`config.mk`:
```
export PLATFORM = sky130hd
export DESIGN_NAME = keyed_wdog
export DESIGN_NICKNAME = d
export VERILOG_FILES = /design/src/rtl/wdog_pkg.sv /design/src/rtl/wdog_regs.sv /design/src/rtl/wdog_ctrl.sv /design/src/rtl/wdog_count.sv /design/src/rtl/keyed_wdog.sv
export SDC_FILE = /design/constraint.sdc
export NUM_CORES = 1
export LEC_CHECK = 0
export BUFFER_PORTS_ARGS = -buffer_cell sky130_fd_sc_hd__buf_2
export CAP_MARGIN = 40
export CELL_PAD_IN_SITES_DETAIL_PLACEMENT = 1
export CELL_PAD_IN_SITES_GLOBAL_PLACEMENT = 2
export CORE_MARGIN = 4
export CORE_UTILIZATION = 35
export CTS_BUF_LIST = sky130_fd_sc_hd__clkbuf_4 sky130_fd_sc_hd__clkbuf_8
export CTS_CLUSTER_SIZE = 40
export DETAILED_ROUTE_END_ITERATION = 8
export GPL_ROUTABILITY_DRIVEN = 0
export PLACE_DENSITY_LB_ADDON = 0.1
export SLEW_MARGIN = 25
export SYNTH_ARGS = -nofsm -noshare
export SYNTH_HDL_FRONTEND = slang
export SYNTH_SLANG_ARGS = --single-unit
```
`constraint.sdc`:
```
create_clock -name clk -period 5.6 [get_ports clk]
set_clock_uncertainty 0.1 [all_clocks]
set_input_delay 1.4 -clock clk [delete_from_list [all_inputs] [get_ports clk]]
set_output_delay 1.4 -clock clk [all_outputs]
set_load 0.01 [all_outputs]
```
`src/rtl/wdog_pkg.sv`:
```
package wdog_pkg;
  // Register byte offsets; software depends on them.
  localparam logic [7:0] ADDR_MODE  = 8'h00;
  localparam logic [7:0] ADDR_LEN   = 8'h04;
  localparam logic [7:0] ADDR_KICK  = 8'h08;
  localparam logic [7:0] ADDR_SWRST = 8'h14;

  localparam logic [7:0]  MODE_KEY  = 8'h22;
  localparam logic [4:0]  LEN_KEY   = 5'h08;
  localparam logic [31:0] KICK_VAL  = 32'h0000_1971;
  localparam logic [31:0] SWRST_VAL = 32'h0000_1209;

  typedef struct packed {
    logic cntSel;
    logic dual;
    logic autoStart;
    logic irqEn;
    logic extEn;
    logic pol;
    logic en;
  } modeBits_t;

  // Strobes from control to the counting datapath.
  typedef struct packed {
    logic load;
    logic run;
    logic holdStart;
  } cntStrobe_t;
endpackage

```
`src/rtl/wdog_regs.sv`:
```
module wdog_regs
  import wdog_pkg::*;
#(
  parameter int LEN_BITS = 11
) (
  input  logic                clk,
  input  logic                rstN,
  input  logic [7:0]          busAddr,
  input  logic [31:0]         busWdata,
  input  logic                busWe,
  output logic [31:0]         busRdata,
  output modeBits_t           modeQ,
  output logic [LEN_BITS-1:0] lenQ,
  output logic                kickHit,
  output logic                swRstHit,
  output logic                enRise
);
  localparam int PAD_W = 27 - LEN_BITS;

  logic modeWr, lenWr;

  always_comb begin
    modeWr   = busWe && (busAddr == ADDR_MODE) && (busWdata[31:24] == MODE_KEY);
    lenWr    = busWe && (busAddr == ADDR_LEN) && (busWdata[4:0] == LEN_KEY);
    kickHit  = busWe && (busAddr == ADDR_KICK) && (busWdata == KICK_VAL);
    swRstHit = busWe && (busAddr == ADDR_SWRST) && (busWdata == SWRST_VAL);
    enRise   = modeWr && busWdata[0] && !modeQ.en;
  end

  always_ff @(posedge clk or negedge rstN) begin
    if (!rstN) begin
      modeQ <= '0;
      lenQ  <= '0;
    end else begin
      if (modeWr) begin
        modeQ <= '{cntSel: busWdata[8], dual: busWdata[6], autoStart: busWdata[4],
                   irqEn: busWdata[3], extEn: busWdata[2], pol: busWdata[1],
                   en: busWdata[0]};
      end
      if (lenWr) lenQ <= busWdata[5 +: LEN_BITS];
    end
  end

  always_comb begin
    case (busAddr)
      ADDR_MODE: busRdata = {23'b0, modeQ.cntSel, 1'b0, modeQ.dual, 1'b0,
                             modeQ.autoStart, modeQ.irqEn, modeQ.extEn,
                             modeQ.pol, modeQ.en};
      ADDR_LEN:  busRdata = {{PAD_W{1'b0}}, lenQ, 5'b0};
      default:   busRdata = '0;
    endcase
  end
endmodule

```
`src/rtl/wdog_ctrl.sv`:
```
module wdog_ctrl
  import wdog_pkg::*;
(
  input  logic       clk,
  input  logic       rstN,
  input  logic       modeEn,
  input  logic       irqEn,
  input  logic       dualEn,
  input  logic       kickHit,
  input  logic       swRstHit,
  input  logic       enRise,
  input  logic       expHit,
  input  logic       holdBusy,
  output cntStrobe_t strb,
  output logic       irqOut
);
  logic irqQ, stageQ;
  logic expEff, escalate, fire, warn;

  always_comb begin
    // A kick or a fresh enable in the same cycle wins over an expiry.
    expEff   = expHit && !kickHit && !enRise;
    escalate = !irqEn || (dualEn && stageQ);
    fire     = swRstHit || (expEff && escalate);
    warn     = expEff && !escalate;
    strb.run       = modeEn && !holdBusy;
    strb.load      = kickHit || enRise || expEff || swRstHit;
    strb.holdStart = fire;
  end

  always_ff @(posedge clk or negedge rstN) begin
    if (!rstN) begin
      irqQ   <= 1'b0;
      stageQ <= 1'b0;
    end else if (!modeEn || kickHit || fire) begin
      irqQ   <= 1'b0;
      stageQ <= 1'b0;
    end else if (warn) begin
      irqQ   <= 1'b1;
      stageQ <= dualEn;
    end
  end

  assign irqOut = irqQ;
endmodule

```
`src/rtl/wdog_count.sv`:
```
module wdog_count
  import wdog_pkg::*;
#(
  parameter int LEN_BITS       = 11,
  parameter int TICKS_PER_UNIT = 512,
  parameter int RST_HOLD       = 16
) (
  input  logic                clk,
  input  logic                rstN,
  input  logic                tickEn,
  input  cntStrobe_t          strb,
  input  logic [LEN_BITS-1:0] lenQ,
  output logic                expHit,
  output logic                holdBusy
);
  localparam int CNT_W  = LEN_BITS + $clog2(TICKS_PER_UNIT) + 1;
  localparam int HOLD_W = $clog2(RST_HOLD + 1);

  logic [CNT_W-1:0]  cntQ, loadVal;
  logic [HOLD_W-1:0] holdQ;

  always_comb begin
    loadVal  = CNT_W'(lenQ) * CNT_W'(TICKS_PER_UNIT);
    expHit   = strb.run && tickEn && (cntQ <= CNT_W'(1));
    holdBusy = (holdQ != '0);
  end

  always_ff @(posedge clk or negedge rstN) begin
    if (!rstN) begin
      cntQ <= '0;
    end else if (strb.load) begin
      cntQ <= loadVal;
    end else if (strb.run && tickEn && (cntQ != '0)) begin
      cntQ <= cntQ - CNT_W'(1);
    end
  end

  always_ff @(posedge clk or negedge rstN) begin
    if (!rstN) begin
      holdQ <= '0;
    end else if (strb.holdStart) begin
      holdQ <= HOLD_W'(RST_HOLD);
    end else if (tickEn && holdBusy) begin
      holdQ <= holdQ - HOLD_W'(1);
    end
  end
endmodule

```
`src/rtl/keyed_wdog.sv`:
```
module keyed_wdog
  import wdog_pkg::*;
#(
  parameter int LEN_BITS       = 11,
  parameter int TICKS_PER_UNIT = 512,
  parameter int RST_HOLD       = 16
) (
  input  logic        clk,
  input  logic        rstN,
  input  logic        tickEn,
  input  logic [7:0]  busAddr,
  input  logic [31:0] busWdata,
  input  logic        busWe,
  output logic [31:0] busRdata,
  output logic        irqOut,
  output logic        sysRstOut,
  output logic        extRstOut
);
  modeBits_t           modeQ;
  logic [LEN_BITS-1:0] lenQ;
  logic                kickHit, swRstHit, enRise, expHit, holdBusy;
  cntStrobe_t          strb;

  wdog_regs #(.LEN_BITS(LEN_BITS)) u_regs (
    .clk(clk), .rstN(rstN), .busAddr(busAddr), .busWdata(busWdata),
    .busWe(busWe), .busRdata(busRdata), .modeQ(modeQ), .lenQ(lenQ),
    .kickHit(kickHit), .swRstHit(swRstHit), .enRise(enRise)
  );

  wdog_ctrl u_ctrl (
    .clk(clk), .rstN(rstN), .modeEn(modeQ.en), .irqEn(modeQ.irqEn),
    .dualEn(modeQ.dual), .kickHit(kickHit), .swRstHit(swRstHit),
    .enRise(enRise), .expHit(expHit), .holdBusy(holdBusy), .strb(strb),
    .irqOut(irqOut)
  );

  wdog_count #(
    .LEN_BITS(LEN_BITS), .TICKS_PER_UNIT(TICKS_PER_UNIT), .RST_HOLD(RST_HOLD)
  ) u_count (
    .clk(clk), .rstN(rstN), .tickEn(tickEn), .strb(strb), .lenQ(lenQ),
    .expHit(expHit), .holdBusy(holdBusy)
  );

  assign sysRstOut = holdBusy;
  assign extRstOut = (modeQ.extEn && holdBusy) ? modeQ.pol : !modeQ.pol;
endmodule

```
==> results of run 1 <==
-- cell usage after synthesis, types with 6 or more instances --
library cell,instances
dfrtp_1,46
nand2_1,23
nor2_1,20
buf_4,16
and2_1,15
nor4_1,14
xor2_1,14
mux2_1,10
mux2_2,10
xnor2_1,10
nand3_1,9
o21ai_1,9
or3_1,9
inv_1,6
nor3_1,6
nor4b_1,6
-- sequential cells by signal (all words and copies together) (netlist names) --
name / flops
u_count.holdQ: 5
u_ctrl.stageQ: 1
u_count.cntQ: 21
u_regs.lenQ: 11
u_ctrl.irqOut: 1
u_regs.modeQ: 7
-- cell type report --
class,instances,area share [%]
clock buffers,5,2.11
clock inverters,3,1.46
inverters,7,0.805
multi-input cells,223,46.1
flip-flops and latches,46,35.2
well taps,102,3.91
repair buffers,66,10.4
-- worst register-to-register path, stage by stage (launching register included) --
cell and delay, ps:
dfrtp_1 410, inv_1 90, ha_1 160, or4b_1 630
nor4_4 520, and3_1 230, a221o_1 550, buf_4 320
nand2_1 80, o21ai_1 80
-- worst min-delay path by stage --
stage / from / end / slack (ps) / cells after the start
2_1_floorplan: u_regs.lenQ[2] / u_count.cntQ[11] / 360 / 2
3_3_place_gp: u_regs.modeQ[4] / u_regs.modeQ[4] / 390 / 1
3_5_place_dp: u_regs.modeQ[4] / u_regs.modeQ[4] / 390 / 1
4_1_cts: u_regs.modeQ[4] / u_regs.modeQ[4] / 420 / 1
5_1_grt: u_regs.modeQ[6] / u_regs.modeQ[6] / 440 / 1
6_report: u_regs.modeQ[4] / u_regs.modeQ[4] / 410 / 1
-- logic make-up (layout without fill, tap and decap cells) --
group           count (synthesis)  after routing
fa+ha+maj                       5              5
xor+xnor                       24             24
simple gates                  135            135
other cells                     1             16
buf+inv                        32             81
flops                          46             46
compound gates                 22             22
mux                            21             21
-- routing by layer --
layer  vias to the layer above  wire length [um]  track usage (%)
met1                      1114              3520             21.7
met4                         0                72             3.51
li1                       1113                 -                -
met5                         -                 0                0
met3                         7               235             3.30
met2                        35              3630             27.0
-- through the flow --
step	hold slack [ps]	setup slack, ps	utilization (%)	power (mW)	instance area, um^2
after floorplan	362	1600	-	0.437	2850
after global placement	386	997	40.7	0.473	3140
after detailed placement	391	1300	40.8	0.475	3150
after CTS	416	1290	42.3	0.746	3270
after global routing	444	1150	42.3	0.782	3270
final	412	1300	42.3	0.733	3270
-- where the power goes --
part           leakage (nW)  internal, mW  switching (mW)
sequential            0.632         0.351          0.0150
combinational         0.930        0.0429          0.0573
clock                0.0591         0.136           0.130
==> flow_summary.json, run 1 <==
{
  "final_common_cell": "buf_2",
  "grt_pass1_wl_um": 12500,
  "tightest_slew_ps": 714,
  "slew-limit-headroom_pct": 52.0,
  "finalWirelength_um": 7450,
  "core-area_um2": 7730,
  "antenna_found_initial": 0,
  "io_pins": 79,
  "cts.sinks": 46,
  "drive_gt1_share_pct": 26.3,
  "clk_latency_ps": 310,
  "via_per_inst": 5.02,
  "cts.path.max_buffers": 2,
  "fillers": 917,
  "synth_compound_area_share_pct": 4.93,
  "synth-seq-cells": 46,
  "yosys.area_share.xor_xnor_pct": 7.53,
  "synthMuxAreaShare_pct": 8.42,
  "area_delta_synth_final_pct": 16.9,
  "final_antenna_net_count": 0,
  "ff_latch_area_um2": 1150,
  "synth_largest_area_cell": "dfrtp_1",
  "max_cap_viol_count": 0,
  "multiInputGateArea_um2": 1500,
  "synth_top_area_share_pct": 41.2,
  "rr_endpoint": "u_count.cntQ[9]",
  "worst-path-max-fanout": 4,
  "fin_nets": 398,
  "cpMostUsedCell": "buf_2",
  "drt_pass1_iterations": 4,
  "timing.reg2reg.setup_slack_ps": 2380,
  "cp-endpoint": "busRdata[8]",
  "timing.critical_path.buf_inv": 3,
  "ctsResizeCount": 0,
  "start_util_pct": 36.1,
  "cts_root_buffer": "clkbuf_8",
  "critPathTopFamily": "simple AND/OR/NAND/NOR gates",
  "wl_per_cell_um": 16.5,
  "synth_simple_gate_area_share_pct": 28.6,
  "most-common-layout-cells": "buf_2 (62), dfrtp_1 (46), nand2_1 (23)",
  "finalMaxSlewViolations": 0,
  "fin_setup_tns_ps": 0,
  "n_antenna_cell": 0,
  "period_needed_ps": 4300,
  "synth.avg_cell_area_um2": 9.76,
  "die_area_um2": 9470,
  "cp.depth": 7,
  "cp-end-kind": "output port",
  "rsz0062_at_grt": "false",
  "cellPowerDensity_nw_per_um2": 224,
  "cts_htree_levels": 2,
  "crit_arrival_ps": 2800,
  "vias": 2269,
  "finalCritPeriodShare_pct": 76.7,
  "drc": 0,
  "cts_buffers": 5,
  "synthCells": 286,
  "synthAdderAreaFrac_pct": 2.24,
  "critPathLaunchType": "primary input",
  "grt.overflow.total": 0,
  "cts_tree": "done",
  "ir_drop_mv": 0.110,
  "rr_startpoint": "u_count.holdQ[0]",
  "grt_max_degree": 47,
  "cts_hold_buffers": 0,
  "hp-class": "register to register",
  "io_buffers": 62,
  "die_w_um": 97.3,
  "syn_area_um2": 2790,
  "grt_pass1_vias": 2486,
  "yosys-top-cells-area": "dfrtp_1 (41%), xor2_1 (4.4%), buf_4 (4.3%)",
  "cp_cell_sequence": "buf_2, nor3_1, nand2_1, nor4b_1, buf_2, a22o_1, buf_2",
  "async_reset_ff_share_pct": 100,
  "final_hold_viol_count": 0,
  "path_clk_slew_ps": 90,
  "drt_iter0_drc": 48,
  "synth-edff-count": 0,
  "yosys_warnings": 0,
  "die_y_um": 97.3,
  "crit_slowest_cell": "nor4b_1",
  "synth_top_family_by_area": "simple AND/OR/NAND/NOR gates",
  "ys.flop_type": "dfrtp_1",
  "status": "complete, no violations",
  "ys_types": 46,
  "dp_cells": 444,
  "rows": 32,
  "max_stage_delay_ps": 490,
  "final-instance-count-excl-fill": 452,
  "cellLeakagePower_nw": 1.62,
  "r2r_cells": 9,
  "fmax_mhz": 233,
  "crit_start": "busAddr[5]",
  "cts_setup_buffers": 0,
  "ys_seq_area_share_pct": 41.2,
  "track_usage_pct": 16.2,
  "setup_violations": 0,
  "dp.final_hpwl_um": 5850,
  "critPathRequiredTime_ps": 4100,
  "path_class": "primary input to output port"
}
(Power assumes the default switching activity.)
==> run 2, diff against run 1 <==
- CORE_UTILIZATION: 35 -> 33
- clock period: 5.6 -> 4.25 ns (I/O delays scaled with it)
==> flow_summary.json, run 2 (synthesis gave the netlist of run 1 again) <==
{
  "via_per_inst": 4.99,
  "die_y_um": 100,
  "slew-limit-headroom_pct": 52.3,
  "antenna_found_initial": 0,
  "ctsResizeCount": 0,
  "cellPowerDensity_nw_per_um2": 271,
  "cts_setup_buffers": 0,
  "core-area_um2": 8220,
  "drc": 0,
  "hp-class": "register to register",
  "drive_gt1_share_pct": 26.7,
  "ir_drop_mv": 0.137,
  "clk_latency_ps": 300,
  "max_cap_viol_count": 0,
  "cp-end-kind": "output port",
  "final_common_cell": "buf_2",
  "finalMaxSlewViolations": 0,
  "cts_htree_levels": 2,
  "fmax_mhz": 262,
  "path_clk_slew_ps": 90,
  "io_pins": 79,
  "top_register": "u_count.cntQ",
  "cts_hold_buffers": 0,
  "final-instance-count-excl-fill": 457,
  "rows": 33,
  "largest_reg_flops": 21,
  "setup_violations": 0,
  "grt_max_degree": 30,
  "min_path_cells": 1,
  "final_hold_viol_count": 0,
  "finalCritPeriodShare_pct": 89.9,
  "cts_buffers": 5,
  "critPathLaunchType": "primary input",
  "r2r_cells": 8,
  "n_antenna_cell": 0,
  "rsz0062_at_grt": "false",
  "worst-path-max-fanout": 9,
  "path_class": "primary input to output port",
  "final_antenna_net_count": 0,
  "area_delta_synth_final_pct": 16.7,
  "cellLeakagePower_nw": 1.62,
  "status": "complete, no violations",
  "start_util_pct": 34.0,
  "cts.sinks": 46,
  "fin_nets": 400,
  "top_regs": "u_count.cntQ x21, u_regs.lenQ x11, u_regs.modeQ x7",
  "dp.final_hpwl_um": 5900,
  "io_buffers": 62,
  "finalWirelength_um": 7270,
  "critPathRequiredTime_ps": 3090,
  "most-common-layout-cells": "buf_2 (62), dfrtp_1 (46), nand2_1 (23)",
  "fin_setup_tns_ps": 0,
  "grt_pass1_vias": 2432,
  "die_w_um": 100,
  "drt_iter0_drc": 45,
  "tightest_slew_ps": 706,
  "grt_pass1_wl_um": 12200,
  "dp_cells": 449,
  "cts.path.max_buffers": 2,
  "total_power_mw": 0.883,
  "cts_root_buffer": "clkbuf_8",
  "wl_per_cell_um": 15.9,
  "cts_tree": "done",
  "period_needed_ps": 3820,
  "drt_pass1_iterations": 4,
  "track_usage_pct": 15.4,
  "grt.overflow.total": 0,
  "crit_arrival_ps": 2660,
  "vias": 2279,
  "die_area_um2": 10000
}
## run 2: power breakdown
group          internal, mW  switching, mW  total (mW)
sequential            0.463         0.0185       0.481
clock                 0.116          0.155       0.270
combinational        0.0570         0.0747       0.132
total                 0.636          0.248       0.883
## run 2: critical path, stage by stage
cell     delay (ps)
buf_2            90
nor3_1          180
nand2_1         120
nor4b_1         650
buf_4           280
and2_1          140
buf_2           120
## run 2: path summary, 6_finish.rpt
path / from / to / slack, ps
worst min register to register: u_regs.modeQ[4] / u_regs.modeQ[4] / 410
worst min-delay path: u_regs.modeQ[4] / u_regs.modeQ[4] / 410
worst max register to register: u_count.holdQ[0] / u_count.cntQ[13] / 1330
max in group asynchronous: rstN / u_count.cntQ[10] / 2640
min in group asynchronous: rstN / u_regs.lenQ[7] / 700
worst max-delay path: busAddr[5] / busRdata[7] / 430
## run 2: routing by layer
layer	GRT usage, %	part of all wire (%)	vias up	routed length, um
met2	25.5	48	37	3500
met3	2.78	3.2	4	232
li1	-	-	1111	-
met1	21.0	48	1127	3490
met4	3.42	0.72	0	52
met5	0	0	-	0
## run 2: area by class of cell
class                           count  area (um^2)
Clock buffer                        5         68.8
Clock inverter                      3         21.3
Fill cell                         997         4960
Inverter                            7         26.3
Multi-Input combinational cell    223         1500
Sequential cell                    46         1150
Tap cell                          105          131
Timing Repair Buffer               68          355
## run 2: per-stage QoR
step                hold slack [ps]  setup WS [ps]  util, %  instance area (um^2)
floorplan                       362            927        -                  2850
global placement                385            519     38.6                  3170
detailed placement              394            445     38.6                  3170
CTS                             417            441     39.7                  3260
global route                    434            274     39.7                  3260
finish                          414            430     39.7                  3260
==> run 3, diff against run 2 <==
- clock period: 4.25 -> 4.06 ns (I/O delays scaled with it)
==> flow_summary.json, run 3 (synthesis gave the netlist of run 1 again) <==
{
  "max_stage_delay_ps": 480,
  "grt_pass1_wl_um": 12800,
  "cts_setup_buffers": 0,
  "tightest_slew_ps": 615,
  "cts.sinks": 46,
  "drt_iter0_drc": 34,
  "largest_reg_flops": 21,
  "fillers": 985,
  "antenna_found_initial": 0,
  "io_buffers": 62,
  "worst-path-max-fanout": 9,
  "core-area_um2": 8220,
  "fin_setup_tns_ps": 0,
  "cts.path.max_buffers": 2,
  "rows": 33,
  "final_common_cell": "buf_2",
  "fin_nets": 402,
  "top_regs": "u_count.cntQ x21, u_regs.lenQ x11, u_regs.modeQ x7",
  "crit_arrival_ps": 2390,
  "slew-limit-headroom_pct": 59.0,
  "hp-class": "register to register",
  "via_per_inst": 4.97,
  "grt_pass1_vias": 2502,
  "path_class": "primary input to output port",
  "final_antenna_net_count": 0,
  "critPathRequiredTime_ps": 2940,
  "finalMaxSlewViolations": 0,
  "grt.overflow.total": 0,
  "finalWirelength_um": 7450,
  "pre_cts_slack_ps": 543,
  "fmax_mhz": 285,
  "cts_htree_levels": 2,
  "drt_pass1_iterations": 4,
  "cts_buffers": 5,
  "final_hold_viol_count": 0,
  "vias": 2282,
  "wl_per_cell_um": 16.2,
  "final-instance-count-excl-fill": 459,
  "die_y_um": 100,
  "start_util_pct": 34.0,
  "cellLeakagePower_nw": 1.64,
  "die_area_um2": 10000,
  "cellPowerDensity_nw_per_um2": 299,
  "drc": 0,
  "max_cap_viol_count": 0,
  "cp-end-kind": "output port",
  "most-common-layout-cells": "buf_2 (62), dfrtp_1 (46), nand2_1 (23)",
  "ir_drop_mv": 0.157,
  "finalCritPeriodShare_pct": 86.4,
  "grt_max_degree": 28,
  "critPathLaunchType": "primary input",
  "path_clk_slew_ps": 80,
  "io_pins": 79,
  "clk_latency_ps": 300,
  "die_w_um": 100,
  "top_register": "u_count.cntQ",
  "cts_tree": "done",
  "rsz0062_at_grt": "false",
  "period_needed_ps": 3510,
  "status": "complete, no violations",
  "fin_ws_ps": 554,
  "critPathTopFamily": "simple AND/OR/NAND/NOR gates",
  "cp_cell_sequence": "buf_2, nor3_1, nand2_1, nor4b_1, buf_4, and2_1, buf_2",
  "cts_root_buffer": "clkbuf_8",
  "n_antenna_cell": 0,
  "total_power_mw": 0.984,
  "setup_violations": 0,
  "cts_hold_buffers": 0,
  "dp.final_hpwl_um": 6040,
  "dp_cells": 451,
  "ctsResizeCount": 0,
  "cpMostUsedCell": "buf_2",
  "track_usage_pct": 16.2,
  "crit_slowest_cell": "nor4b_1",
  "drive_gt1_share_pct": 27.1,
  "area_delta_synth_final_pct": 17.9,
  "timing.critical_path.buf_inv": 3
}
-- run 3: cell count changes in the layout (fill, tap and decap cells not counted), sizes merged --
cell	before	now
buf	68	70
clkinvlp	1	0
bufinv	0	1
-- run 3: per-layer routing --
layer	track usage [%]	vias to the layer above	part of all wire, %
met2	27.0	39	50
li1	-	1117	-
met1	21.5	1119	45
met3	3.61	7	3.6
met5	0	-	0
met4	4.15	0	1.3
-- run 3: cell type report --
| type | count | area (um^2) | area share (%) |
|---|---|---|---|
| Multi-Input combinational cell | 223 | 1500 | 45.7 |
| Sequential cell | 46 | 1150 | 35.0 |
| Timing Repair Buffer | 70 | 370 | 11.3 |
| Tap cell | 105 | 131 | 3.99 |
| Clock buffer | 5 | 68.8 | 2.09 |
| Clock inverter | 3 | 40.0 | 1.22 |
| Inverter | 7 | 26.3 | 0.798 |
-- run 3: power breakdown --
group | internal (mW) | total (mW) | switching, mW
clock | 0.181 | 0.343 | 0.162
combinational | 0.0591 | 0.135 | 0.0761
sequential | 0.485 | 0.505 | 0.0209
total | 0.725 | 0.984 | 0.259
-- run 3: final timing paths --
path,slack [ps],startpoint,cells after the start,end
worst max-delay path,550,busAddr[5],7,busRdata[11]
worst min-delay path,420,u_regs.lenQ[4],1,u_regs.lenQ[4]
worst max register to register,1180,u_count.holdQ[0],8,u_count.cntQ[12]
worst min register to register,420,u_regs.lenQ[4],1,u_regs.lenQ[4]
max in group asynchronous,2520,rstN,2,u_count.holdQ[4]
min in group asynchronous,620,rstN,1,u_regs.lenQ[7]
-- run 3: per-stage QoR --
step / area, um^2 / hold slack, ps / utilization (%)
6_report: 3290 / 425 / 40.1
5_1_grt: 3290 / 457 / 40.1
4_1_cts: 3290 / 425 / 40.1
3_5_place_dp: 3180 / 395 / 38.7
3_3_place_gp: 3180 / 387 / 38.7
2_1_floorplan: 2850 / 362 / -
